==> src/rtl/bpoc_pkg.sv <==
`timescale 1ns/1ps
package bpoc_pkg;

    localparam int SMP_W      = 8;
    localparam int TGT_W      = 9;
    localparam int OFS_W      = 7;
    localparam int WIN_LOG2   = 4;
    localparam int ACC_W      = SMP_W + WIN_LOG2;
    localparam int LINE_CNT_W = 8;

    localparam logic signed [OFS_W-1:0] OFS_POS = {1'b0, {(OFS_W-1){1'b1}}};
    localparam logic signed [OFS_W-1:0] OFS_NEG = {1'b1, {(OFS_W-2){1'b0}}, 1'b1};
    localparam logic        [OFS_W-1:0] OFS_MIN_CODE = {1'b1, {(OFS_W-1){1'b0}}};

    typedef enum logic [1:0] {
        RATE_EVERY = 2'd0,
        RATE_16    = 2'd1,
        RATE_64    = 2'd2,
        RATE_128   = 2'd3
    } rate_e;

    typedef enum logic [1:0] {
        DIR_KEEP = 2'd0,
        DIR_UP   = 2'd1,
        DIR_DOWN = 2'd2
    } dir_e;

    typedef struct packed {
        logic start;
        logic valid;
        logic last;
    } win_s;

    function automatic logic [LINE_CNT_W-1:0] rate_limit(rate_e r);
        case (r)
            RATE_16:  return LINE_CNT_W'(15);
            RATE_64:  return LINE_CNT_W'(63);
            RATE_128: return LINE_CNT_W'(127);
            default:  return '0;
        endcase
    endfunction

    function automatic dir_e servo_dir(logic [SMP_W-1:0] avg,
                                       logic [TGT_W-1:0] tgt);
        logic signed [TGT_W:0] a;
        logic signed [TGT_W:0] t;
        a = {{(TGT_W+1-SMP_W){1'b0}}, avg};
        t = {tgt[TGT_W-1], tgt};
        if (tgt == '0)
            return DIR_KEEP;
        else if (a < t)
            return DIR_UP;
        else if (a > t)
            return DIR_DOWN;
        else
            return DIR_KEEP;
    endfunction

    function automatic logic signed [OFS_W-1:0] sat_manual(logic [OFS_W-1:0] m);
        if (m == OFS_MIN_CODE)
            return OFS_NEG;
        else
            return m;
    endfunction

endpackage

==> src/rtl/bpoc_window.sv <==
`timescale 1ns/1ps
module bpoc_window
    import bpoc_pkg::*;
(
    input  logic clk,
    input  logic rst,
    input  logic clamp_end_i,
    output win_s win_o
);

    logic                active_q;
    logic [WIN_LOG2-1:0] cnt_q;

    always_ff @(posedge clk) begin
        if (rst) begin
            active_q <= 1'b0;
            cnt_q    <= '0;
        end else if (clamp_end_i) begin
            active_q <= 1'b1;
            cnt_q    <= '0;
        end else if (active_q) begin
            cnt_q <= cnt_q + 1'b1;
            if (cnt_q == '1)
                active_q <= 1'b0;
        end
    end

    always_comb begin
        win_o.start = clamp_end_i;
        win_o.valid = active_q & ~clamp_end_i;
        win_o.last  = active_q & ~clamp_end_i & (cnt_q == '1);
    end

    AST_WIN_OPENS_ON_STROBE: assert property (@(posedge clk) disable iff (rst)
        $rose(active_q) |-> $past(clamp_end_i));

    AST_WIN_CLOSES_AFTER_LAST: assert property (@(posedge clk) disable iff (rst)
        win_o.last |=> !active_q);

endmodule

==> src/rtl/bpoc_rate.sv <==
`timescale 1ns/1ps
module bpoc_rate
    import bpoc_pkg::*;
(
    input  logic       clk,
    input  logic       rst,
    input  logic       hsync_i,
    input  logic [1:0] rate_sel_i,
    input  logic       consume_i,
    output logic       due_o
);

    rate_e                 rate;
    logic [LINE_CNT_W-1:0] lim;
    logic [LINE_CNT_W-1:0] cnt_q;
    logic                  pend_q;
    logic                  wrap;

    assign rate = rate_e'(rate_sel_i);
    assign lim  = rate_limit(rate);
    assign wrap = hsync_i && (cnt_q >= lim);

    always_ff @(posedge clk) begin
        if (rst) begin
            cnt_q  <= '0;
            pend_q <= 1'b1;
        end else begin
            if (hsync_i)
                cnt_q <= wrap ? '0 : cnt_q + 1'b1;
            if (consume_i)
                pend_q <= 1'b0;
            if (wrap)
                pend_q <= 1'b1;
        end
    end

    assign due_o = pend_q || (rate == RATE_EVERY);

    AST_PEND_CONSUMED: assert property (@(posedge clk) disable iff (rst)
        (consume_i && !hsync_i) |=> !pend_q);

endmodule

==> src/rtl/bpoc_chan.sv <==
`timescale 1ns/1ps
module bpoc_chan
    import bpoc_pkg::*;
(
    input  logic                    clk,
    input  logic                    rst,
    input  win_s                    win_i,
    input  logic                    fire_i,
    input  logic                    auto_en_i,
    input  logic [SMP_W-1:0]        adc_i,
    input  logic [TGT_W-1:0]        tgt_i,
    input  logic [OFS_W-1:0]        manual_i,
    output logic signed [OFS_W-1:0] ofs_o
);

    logic [ACC_W-1:0]        acc_q;
    logic [ACC_W-1:0]        sum;
    logic [SMP_W-1:0]        avg;
    dir_e                    dir;
    logic signed [OFS_W-1:0] ofs_q;

    assign sum = acc_q + {{WIN_LOG2{1'b0}}, adc_i};
    assign avg = sum[ACC_W-1:WIN_LOG2];
    assign dir = servo_dir(avg, tgt_i);

    always_ff @(posedge clk) begin
        if (rst)
            acc_q <= '0;
        else if (win_i.start)
            acc_q <= '0;
        else if (win_i.valid)
            acc_q <= win_i.last ? '0 : sum;
    end

    always_ff @(posedge clk) begin
        if (rst) begin
            ofs_q <= '0;
        end else if (!auto_en_i) begin
            ofs_q <= sat_manual(manual_i);
        end else if (fire_i) begin
            case (dir)
                DIR_UP:   if (ofs_q != OFS_POS) ofs_q <= ofs_q + 1'b1;
                DIR_DOWN: if (ofs_q != OFS_NEG) ofs_q <= ofs_q - 1'b1;
                default:  ;
            endcase
        end
    end

    assign ofs_o = ofs_q;

    AST_OFS_RANGE: assert property (@(posedge clk) disable iff (rst)
        auto_en_i |-> (ofs_o <= OFS_POS) && (ofs_o >= OFS_NEG));

    AST_ZERO_TARGET_STILL: assert property (@(posedge clk) disable iff (rst)
        (auto_en_i && tgt_i == '0) |=> $stable(ofs_o));

    AST_QUIET_BETWEEN_WINDOWS: assert property (@(posedge clk) disable iff (rst)
        (auto_en_i && !win_i.last) |=> $stable(ofs_o));

    AST_UNIT_STEP: assert property (@(posedge clk) disable iff (rst)
        auto_en_i |=> (ofs_o == $past(ofs_o)) ||
                      (ofs_o == OFS_W'($past(ofs_o) + 1'b1)) ||
                      (ofs_o == OFS_W'($past(ofs_o) - 1'b1)));

endmodule

==> src/rtl/bp_offset_cal.sv <==
`timescale 1ns/1ps
module bp_offset_cal
    import bpoc_pkg::*;
#(
    parameter int NCH = 3
) (
    input  logic                 clk,
    input  logic                 rst,
    input  logic                 clamp_end_i,
    input  logic                 hsync_i,
    input  logic [NCH*SMP_W-1:0] adc_i,
    input  logic [NCH*TGT_W-1:0] target_i,
    input  logic [NCH*OFS_W-1:0] manual_i,
    input  logic                 auto_en_i,
    input  logic                 hold_i,
    input  logic [1:0]           rate_sel_i,
    output logic [NCH*OFS_W-1:0] offset_o
);

    win_s win;
    logic due;
    logic fire;
    logic frozen_q;

    bpoc_window u_window (
        .clk         (clk),
        .rst         (rst),
        .clamp_end_i (clamp_end_i),
        .win_o       (win)
    );

    assign fire = win.last && auto_en_i && due && !frozen_q;

    bpoc_rate u_rate (
        .clk        (clk),
        .rst        (rst),
        .hsync_i    (hsync_i),
        .rate_sel_i (rate_sel_i),
        .consume_i  (fire),
        .due_o      (due)
    );

    always_ff @(posedge clk) begin
        if (rst)
            frozen_q <= 1'b0;
        else if (!hold_i || !auto_en_i)
            frozen_q <= 1'b0;
        else if (fire)
            frozen_q <= 1'b1;
    end

    for (genvar c = 0; c < NCH; c++) begin : g_chan
        logic signed [OFS_W-1:0] ofs;
        bpoc_chan u_chan (
            .clk       (clk),
            .rst       (rst),
            .win_i     (win),
            .fire_i    (fire),
            .auto_en_i (auto_en_i),
            .adc_i     (adc_i[c*SMP_W +: SMP_W]),
            .tgt_i     (target_i[c*TGT_W +: TGT_W]),
            .manual_i  (manual_i[c*OFS_W +: OFS_W]),
            .ofs_o     (ofs)
        );
        assign offset_o[c*OFS_W +: OFS_W] = ofs;
    end

    AST_HOLD_FREEZE: assert property (@(posedge clk) disable iff (rst)
        (frozen_q && hold_i && auto_en_i) |=> $stable(offset_o));

endmodule

==> config.mk <==
export PLATFORM = sky130hd
export DESIGN_NAME = bp_offset_cal
export DESIGN_NICKNAME = d
export VERILOG_FILES = /design/src/rtl/bpoc_pkg.sv /design/src/rtl/bpoc_window.sv /design/src/rtl/bpoc_rate.sv /design/src/rtl/bpoc_chan.sv /design/src/rtl/bp_offset_cal.sv
export SDC_FILE = /design/constraint.sdc
export NUM_CORES = 1
export LEC_CHECK = 0
export BUFFER_PORTS_ARGS = -buffer_cell sky130_fd_sc_hd__buf_2
export CAP_MARGIN = 20
export CORE_ASPECT_RATIO = 0.75
export CORE_MARGIN = 5
export CORE_UTILIZATION = 40
export DETAILED_ROUTE_END_ITERATION = 10
export PLACE_DENSITY_LB_ADDON = 0.15
export REMOVE_ABC_BUFFERS = 1
export SYNTH_ARGS = -nofsm -noshare
export SYNTH_HDL_FRONTEND = slang
export SYNTH_HIERARCHICAL = 1
export SYNTH_SLANG_ARGS = --single-unit
==> constraint.sdc <==
create_clock -name clk -period 5.3 [get_ports clk]
set_clock_uncertainty 0.2 [all_clocks]
set_input_delay 1.06 -clock clk [delete_from_list [all_inputs] [get_ports clk]]
set_output_delay 1.06 -clock clk [all_outputs]
set_load 0.02 [all_outputs]
* Word-level counts from Yosys, hierarchy flattened
Cells that the tools add are included.
** Operators by class
- Bitwise operators :: 3
- Eq/ne operators :: 29
- Add/subtract/negate cells :: 11
- Muxes and demuxes :: 35
- $lt $le $gt $ge :: 7
- Reductions and logical operators :: 19
** Operators by type and width (count)
- two-way mux 7 bit :: 15
- != test 7 bit, second input constant :: 6
- case mux 7 bit (2 select lines) :: 3
- adder 12 x 8 -> 12 bit :: 3
- two-way mux 12 bit :: 3
- greater-than comparator 9 bit :: 3
- logical NOT 9 bit :: 3
- < comparator 9 bit :: 3
- adder 7 x 1 -> 7 bit, second input constant :: 3
- equality test 7 bit, second input constant :: 3
- case mux 7 bit (3 select lines) :: 1
- subtractor 7 x 1 -> 7 bit, second input constant :: 3
- two-way mux 2 bit :: 9
- != test 3 x 2 -> 1 bit, second input constant :: 6
- AND reduction 4 bit :: 3
- equality test 2 bit, second input constant :: 5
- != test 3 x 1 -> 1 bit, second input constant :: 3
- adder 8 x 1 -> 8 bit, second input constant :: 1
- equality test 2 x 1 -> 1 bit, second input constant :: 4
- greater-or-equal comparator 8 x 7 -> 1 bit :: 1
- two-way mux 8 bit :: 1
- OR reduction 2 bit :: 3
- adder 4 x 1 -> 4 bit, second input constant :: 1
- equality test 4 bit, second input constant :: 1
- other kinds (8) :: 17
** Storage, ports and cells
- Bits in registers :: 72
- Bits of input ports :: 80

* Longest topological paths before layout
- Word-level depth :: 9
- Depth in mapped cells :: 19
- Gate-level depth less buffers :: 19

* Modules after synthesis
Netlist, hierarchy kept.
** By module, submodules not included
- bpoc_chan at g_chan[1].u_chan ... :: times used 2, cells an instance 227, area an instance 1826.8 µm², seq. area each 380.4 µm²
- bpoc_chan at g_chan[0].u_chan :: times used 1, cells an instance 227, area an instance 1823.0 µm², seq. area each 380.4 µm²
- bpoc_rate :: times used 1, cells an instance 64, area an instance 594.3 µm², seq. area each 180.2 µm²
- bpoc_window :: times used 1, cells an instance 25, area an instance 270.3 µm², seq. area each 100.1 µm²
- bp_offset_cal :: times used 1, cells an instance 5, area an instance 48.8 µm², seq. area each 20.0 µm²

* Worst setup path after synthesis
No wires, ideal clock.
- Path type :: in2reg
- Start :: in adc_i[8]
- End :: reg g_chan[1].u_chan.ofs_q[2]
- Required time :: 4997 ps
- Arrival time :: 5026 ps
- Stages :: 18
- Path slack :: -29 ps
- Path through :: ha_1 fa_1 a21o_1 a21oi_1 o21bai_1 a2111o_1 nand2_1 xnor2_1 ha_1 nand2_1 a211o_1 a21oi_2 nand2_1 xnor2_1 ha_1 or4_1 a21o_1 a2111oi_2
** On the way
- Word-level cells in the longest chain between the ends :: 9
** RTL lines
- from (decl) :: line bp_offset_cal.sv:11 : input logic [NCH*SMP_W-1:0] adc_i,
- adder 12 x 8 -> 12 bit (*) :: line bpoc_chan.sv:22 : assign sum = acc_q + {{WIN_LOG2{1'b0}}, adc_i};
- greater-than comparator 9 bit :: line bpoc_pkg.sv:53 : else if (a > t)
- two-way mux 2 bit :: line bpoc_pkg.sv:53
- two-way mux 2 bit (*) :: line bpoc_pkg.sv:51 : else if (a < t)
- two-way mux 2 bit (*) :: line bpoc_pkg.sv:49 : if (tgt == '0)
- equality test 2 bit or equality test 2 x 1 -> 1 bit (tied branches) :: line bpoc_chan.sv:41 : case (dir)
- case mux 7 bit (2 select lines) :: line bpoc_chan.sv:41
- two-way mux 7 bit :: line bpoc_chan.sv:40 : end else if (fire_i) begin
- two-way mux 7 bit :: line bpoc_chan.sv:38 : end else if (!auto_en_i) begin
- to (signal assigned) :: line bpoc_chan.sv:39 : ofs_q <= sat_manual(manual_i);
- to (signal assigned) :: line bpoc_chan.sv:42 : DIR_UP: if (ofs_q != OFS_POS) ofs_q <= ofs_q + 1'b1;
- to (signal assigned) :: line bpoc_chan.sv:43 : DIR_DOWN: if (ofs_q != OFS_NEG) ofs_q <= ofs_q - 1'b1;
- to (decl) :: line bpoc_chan.sv:20 : logic signed [OFS_W-1:0] ofs_q;
Every way passes the cells marked *; elsewhere a longest branch is shown, timed or not. The select of a mux whose other input is x is not followed.
A chain may end at the register's enable or synchronous reset.

* Worst setup path in the final report
- Start :: in adc_i[16]
- End :: reg g_chan[2].u_chan.ofs_q[2]
** On the way
- Word-level cells in the longest chain between the ends :: 9
** RTL lines (line)
- adder 12 x 8 -> 12 bit (*) :: bpoc_chan.sv:22
- greater-than comparator 9 bit :: bpoc_pkg.sv:53
- two-way mux 2 bit :: bpoc_pkg.sv:53
- two-way mux 2 bit (*) :: bpoc_pkg.sv:51
- two-way mux 2 bit (*) :: bpoc_pkg.sv:49
- equality test 2 bit or equality test 2 x 1 -> 1 bit (tied branches) :: bpoc_chan.sv:41
- case mux 7 bit (2 select lines) :: bpoc_chan.sv:41
- two-way mux 7 bit :: bpoc_chan.sv:40
- two-way mux 7 bit :: bpoc_chan.sv:38
- to (signal assigned) :: bpoc_chan.sv:39
- to (signal assigned) :: bpoc_chan.sv:42
- to (signal assigned) :: bpoc_chan.sv:43
- to (decl) :: bpoc_chan.sv:20
Marked as above.

==> impl_results.md <==
* Hold Path Cell Cnt at 1
* CTS tree: built
* Num CTS Buffers at 9
* Buffers and inverters on the worst path at 1
* Via count at 5978
* Die area at 18630 um^2
* Max cap viols at 0
* CP max stage cell: or4_1
* DRT Pass-1 Iters at 5
* WL per Instance at 14.86 um
* Hold Fails Final Rpt at 0
* Site Rows at 40
* Netlist cell types at 72
* I/O Buffers at 100
* Initial cell density of the core at 0.4028
* CTS clock-pin slew for the worst setup and hold paths at roughly 60 ps
* Number of synthesized flops with an enable pin at 0
* Vias per inst at between 5 and 6
* R2r startpoint: g_chan[2].u_chan/acc_q[0]
* H-tree Lvls at 3
* Hold Path End: u_rate/pend_q
* Crit Reg-Reg Endpoint: g_chan[2].u_chan/ofs_o[2]
* Delay-heaviest family, CP: compound AO/OA/AOI/OAI gates
* Residual DRC count at 0
* Placer congestion estimate at 0.8185
* Synthesized flop and latch total at 72
* Post-route ant nets at 0
* Area contributors post-synth: dfxtp_1, ha_1, xnor2_1
* Overall Power at 1.541 mW
* P&R area growth vs syn at 17.84%
* I/O Pins at 101
* Pwr/cell area at 204.7 nW/um^2
* Die X at 155.9 um
* Final nets at 1027
* Total grt overflow at 0
* Req. time, crit path at 5340 ps
* Dpl hpwl at about 12 mm
* Max Clock Freq at around 200 MHz
* Setup violators final at 0
* Clock root buffer: clkbuf_16
* TNS Setup at 0 ps
* Count leader, synth: nor2_1
* # diodes at 0
* Post-CTS Setup Bufs at 0
* Measured slew at the worst slew-check pin at 535.4 ps
* Relative slew margins at 0.6427
* Seq/Total Area, Yosys at 0.2256
* Synth warnings at 6
* Area leader, netlist: dfxtp_1
* Unrepaired setup endpoints after global routing: no
* Tcrit/Tclk final at 0.9533
* Synth Instances at 775
* Most common library cells after synthesis: nor2_1, dfxtp_1, nand2_1
* Async S/R FF share, synth at 0
* Max clock buf depth at 2
* CP arrival at 5090 ps
* WL final at 16.38 mm
* Vias in the first global route at 5366
* Sink Count at 72
* Pins Over Slew Limit at 0
* Worst path max stage delay at 540 ps
* Post-CTS Hold Buffers at 0
* Worst reg-to-reg setup slack at 770 ps
* Worst min path class: reg -> reg
* Primary FF master, synth: dfxtp_1
* Syn_area_per_cell at between 8 and 9 um^2
* Core area at 15870 um^2
* Cells along the critical path: buf_2, ha_1, fa_1, a21o_1, a21oi_2, o21bai_1, a2111o_1, nand2_1, xnor2_1, ha_1, nand2_1, a211o_1, a21oi_2, nand2_1, xnor2_1, ha_1, or4_1, a21o_1, a2111oi_2
* Startpoint Class: primary input
* Hold Path Origin: u_rate/pend_q
* Initial antenna violation count at 2
* Mapped Area at 6390 um^2
* Post-CTS sizing at 0
* Status: complete, no violations
* Post-synth top area share at 0.2256
* Max Fanout on Critical Path at 3
* CP Class: in -> reg
* Fraction of layout cells with a size suffix above 1 at 0.2276
* R2R depth at 18
* Static Leak at 3.170 nW
* 1st-iter DRT viols at between 200 and 300
* Largest net degree at the start of global routing at 59
* CP Capture Type: flip-flop
* Final Critical Period at 5052 ps
* First-pass GRT wire length at approximately 27 mm
* DIE HEIGHT at 119.5 um
* Gr usage total at 0.1702
* VDD IR max at 0.1715 mV
* Latest clock arrival within the worst-skew pair at 340 ps
==> power breakdown <==
part / switching [mW] / internal [mW]
clock: 0.248 / 0.391
sequential: 0.0295 / 0.559
combinational: 0.180 / 0.135
==> kinds of logic (layout without fill, tap and decap cells) <==
family	Yosys count	after routing	synth area share
AND/OR/NAND/NOR	306	306	0.2593
adder cells (fa/ha/maj)	60	60	0.1210
flip-flops	72	72	0.2256
buffers and inverters	78	195	0.05816
multiplexers	14	14	0.02917
XOR/XNOR	41	41	0.05620
AO/OA/AOI/OAI	204	204	0.2506
==> state kept, by name, indices dropped and copies added, names as in the netlist <==
register / count
frozen_q: 1
g_chan.u_chan/acc_q: 36
g_chan.u_chan/ofs_o: 21
u_rate/cnt_q: 8
u_rate/pend_q: 1
u_window/active_q: 1
u_window/cnt_q: 4
==> cell usage in the layout (no fill, tap or decap), drive strengths merged, types with 16 or more instances in the layout <==
| cell | count |
|---|---|
| nor4 | 22 |
| inv | 47 |
| buf | 132 |
| a211oi | 32 |
| nand2 | 62 |
| nand3 | 20 |
| a21oi | 34 |
| a21o | 26 |
| nor3 | 35 |
| and3 | 16 |
| dfxtp | 72 |
| ha | 57 |
| xnor2 | 34 |
| nor2 | 79 |
| nor2b | 16 |
==> stage by stage <==
stage | hold slack [ps] | worst slack, ps | area, um^2 | util | cells
finish | 290.4 | 247.6 | 7530 | 0.4746 | 1102
global route | 315.1 | 10.92 | 7530 | 0.4746 | 1102
CTS | 294.3 | 227.3 | 7508 | 0.4733 | 1102
detailed placement | 279.8 | -134.6 | 7199 | 0.4538 | 1086
global placement | 272.0 | -30.39 | 7199 | 0.4538 | 1086
floorplan | 247.9 | -44.30 | 6195 | - | 744
==> metal layers <==
| metal | GRT usage | up-vias | routed length [um] |
|---|---|---|---|
| li1 | - | 3135 | - |
| met1 | 0.2560 | 2706 | 8604 |
| met2 | 0.2462 | 118 | 6809 |
| met3 | 0.03814 | 15 | 772 |
| met4 | 0.03663 | 4 | 168 |
| met5 | 0 | - | 23 |
==> worst max path at each step <==
stage | startpoint | endpoint | slack, ps | cells after the start
final | adc_i[16] | g_chan[2].u_chan/ofs_o[2] | 250 | 19
after global routing | adc_i[8] | g_chan[1].u_chan/ofs_o[2] | 10 | 19
after CTS | adc_i[16] | g_chan[2].u_chan/ofs_o[2] | 230 | 19
after detailed placement | adc_i[16] | g_chan[2].u_chan/ofs_o[2] | -130 | 19
after global placement | adc_i[16] | g_chan[2].u_chan/ofs_o[2] | -30 | 19
after floorplan | adc_i[8] | g_chan[1].u_chan/ofs_o[2] | -40 | 18
==> layout make-up <==
cell class / instances / area, um^2
fill: 1541 / 8335
clock inverter: 4 / 52.55
clock buffer: 12 / 256.5
inverter: 47 / 176.4
tap: 210 / 262.8
timing repair buffer: 132 / 740.7
multi-input combinational: 625 / 4599
sequential: 72 / 1441
(Power assumes the default switching activity.)
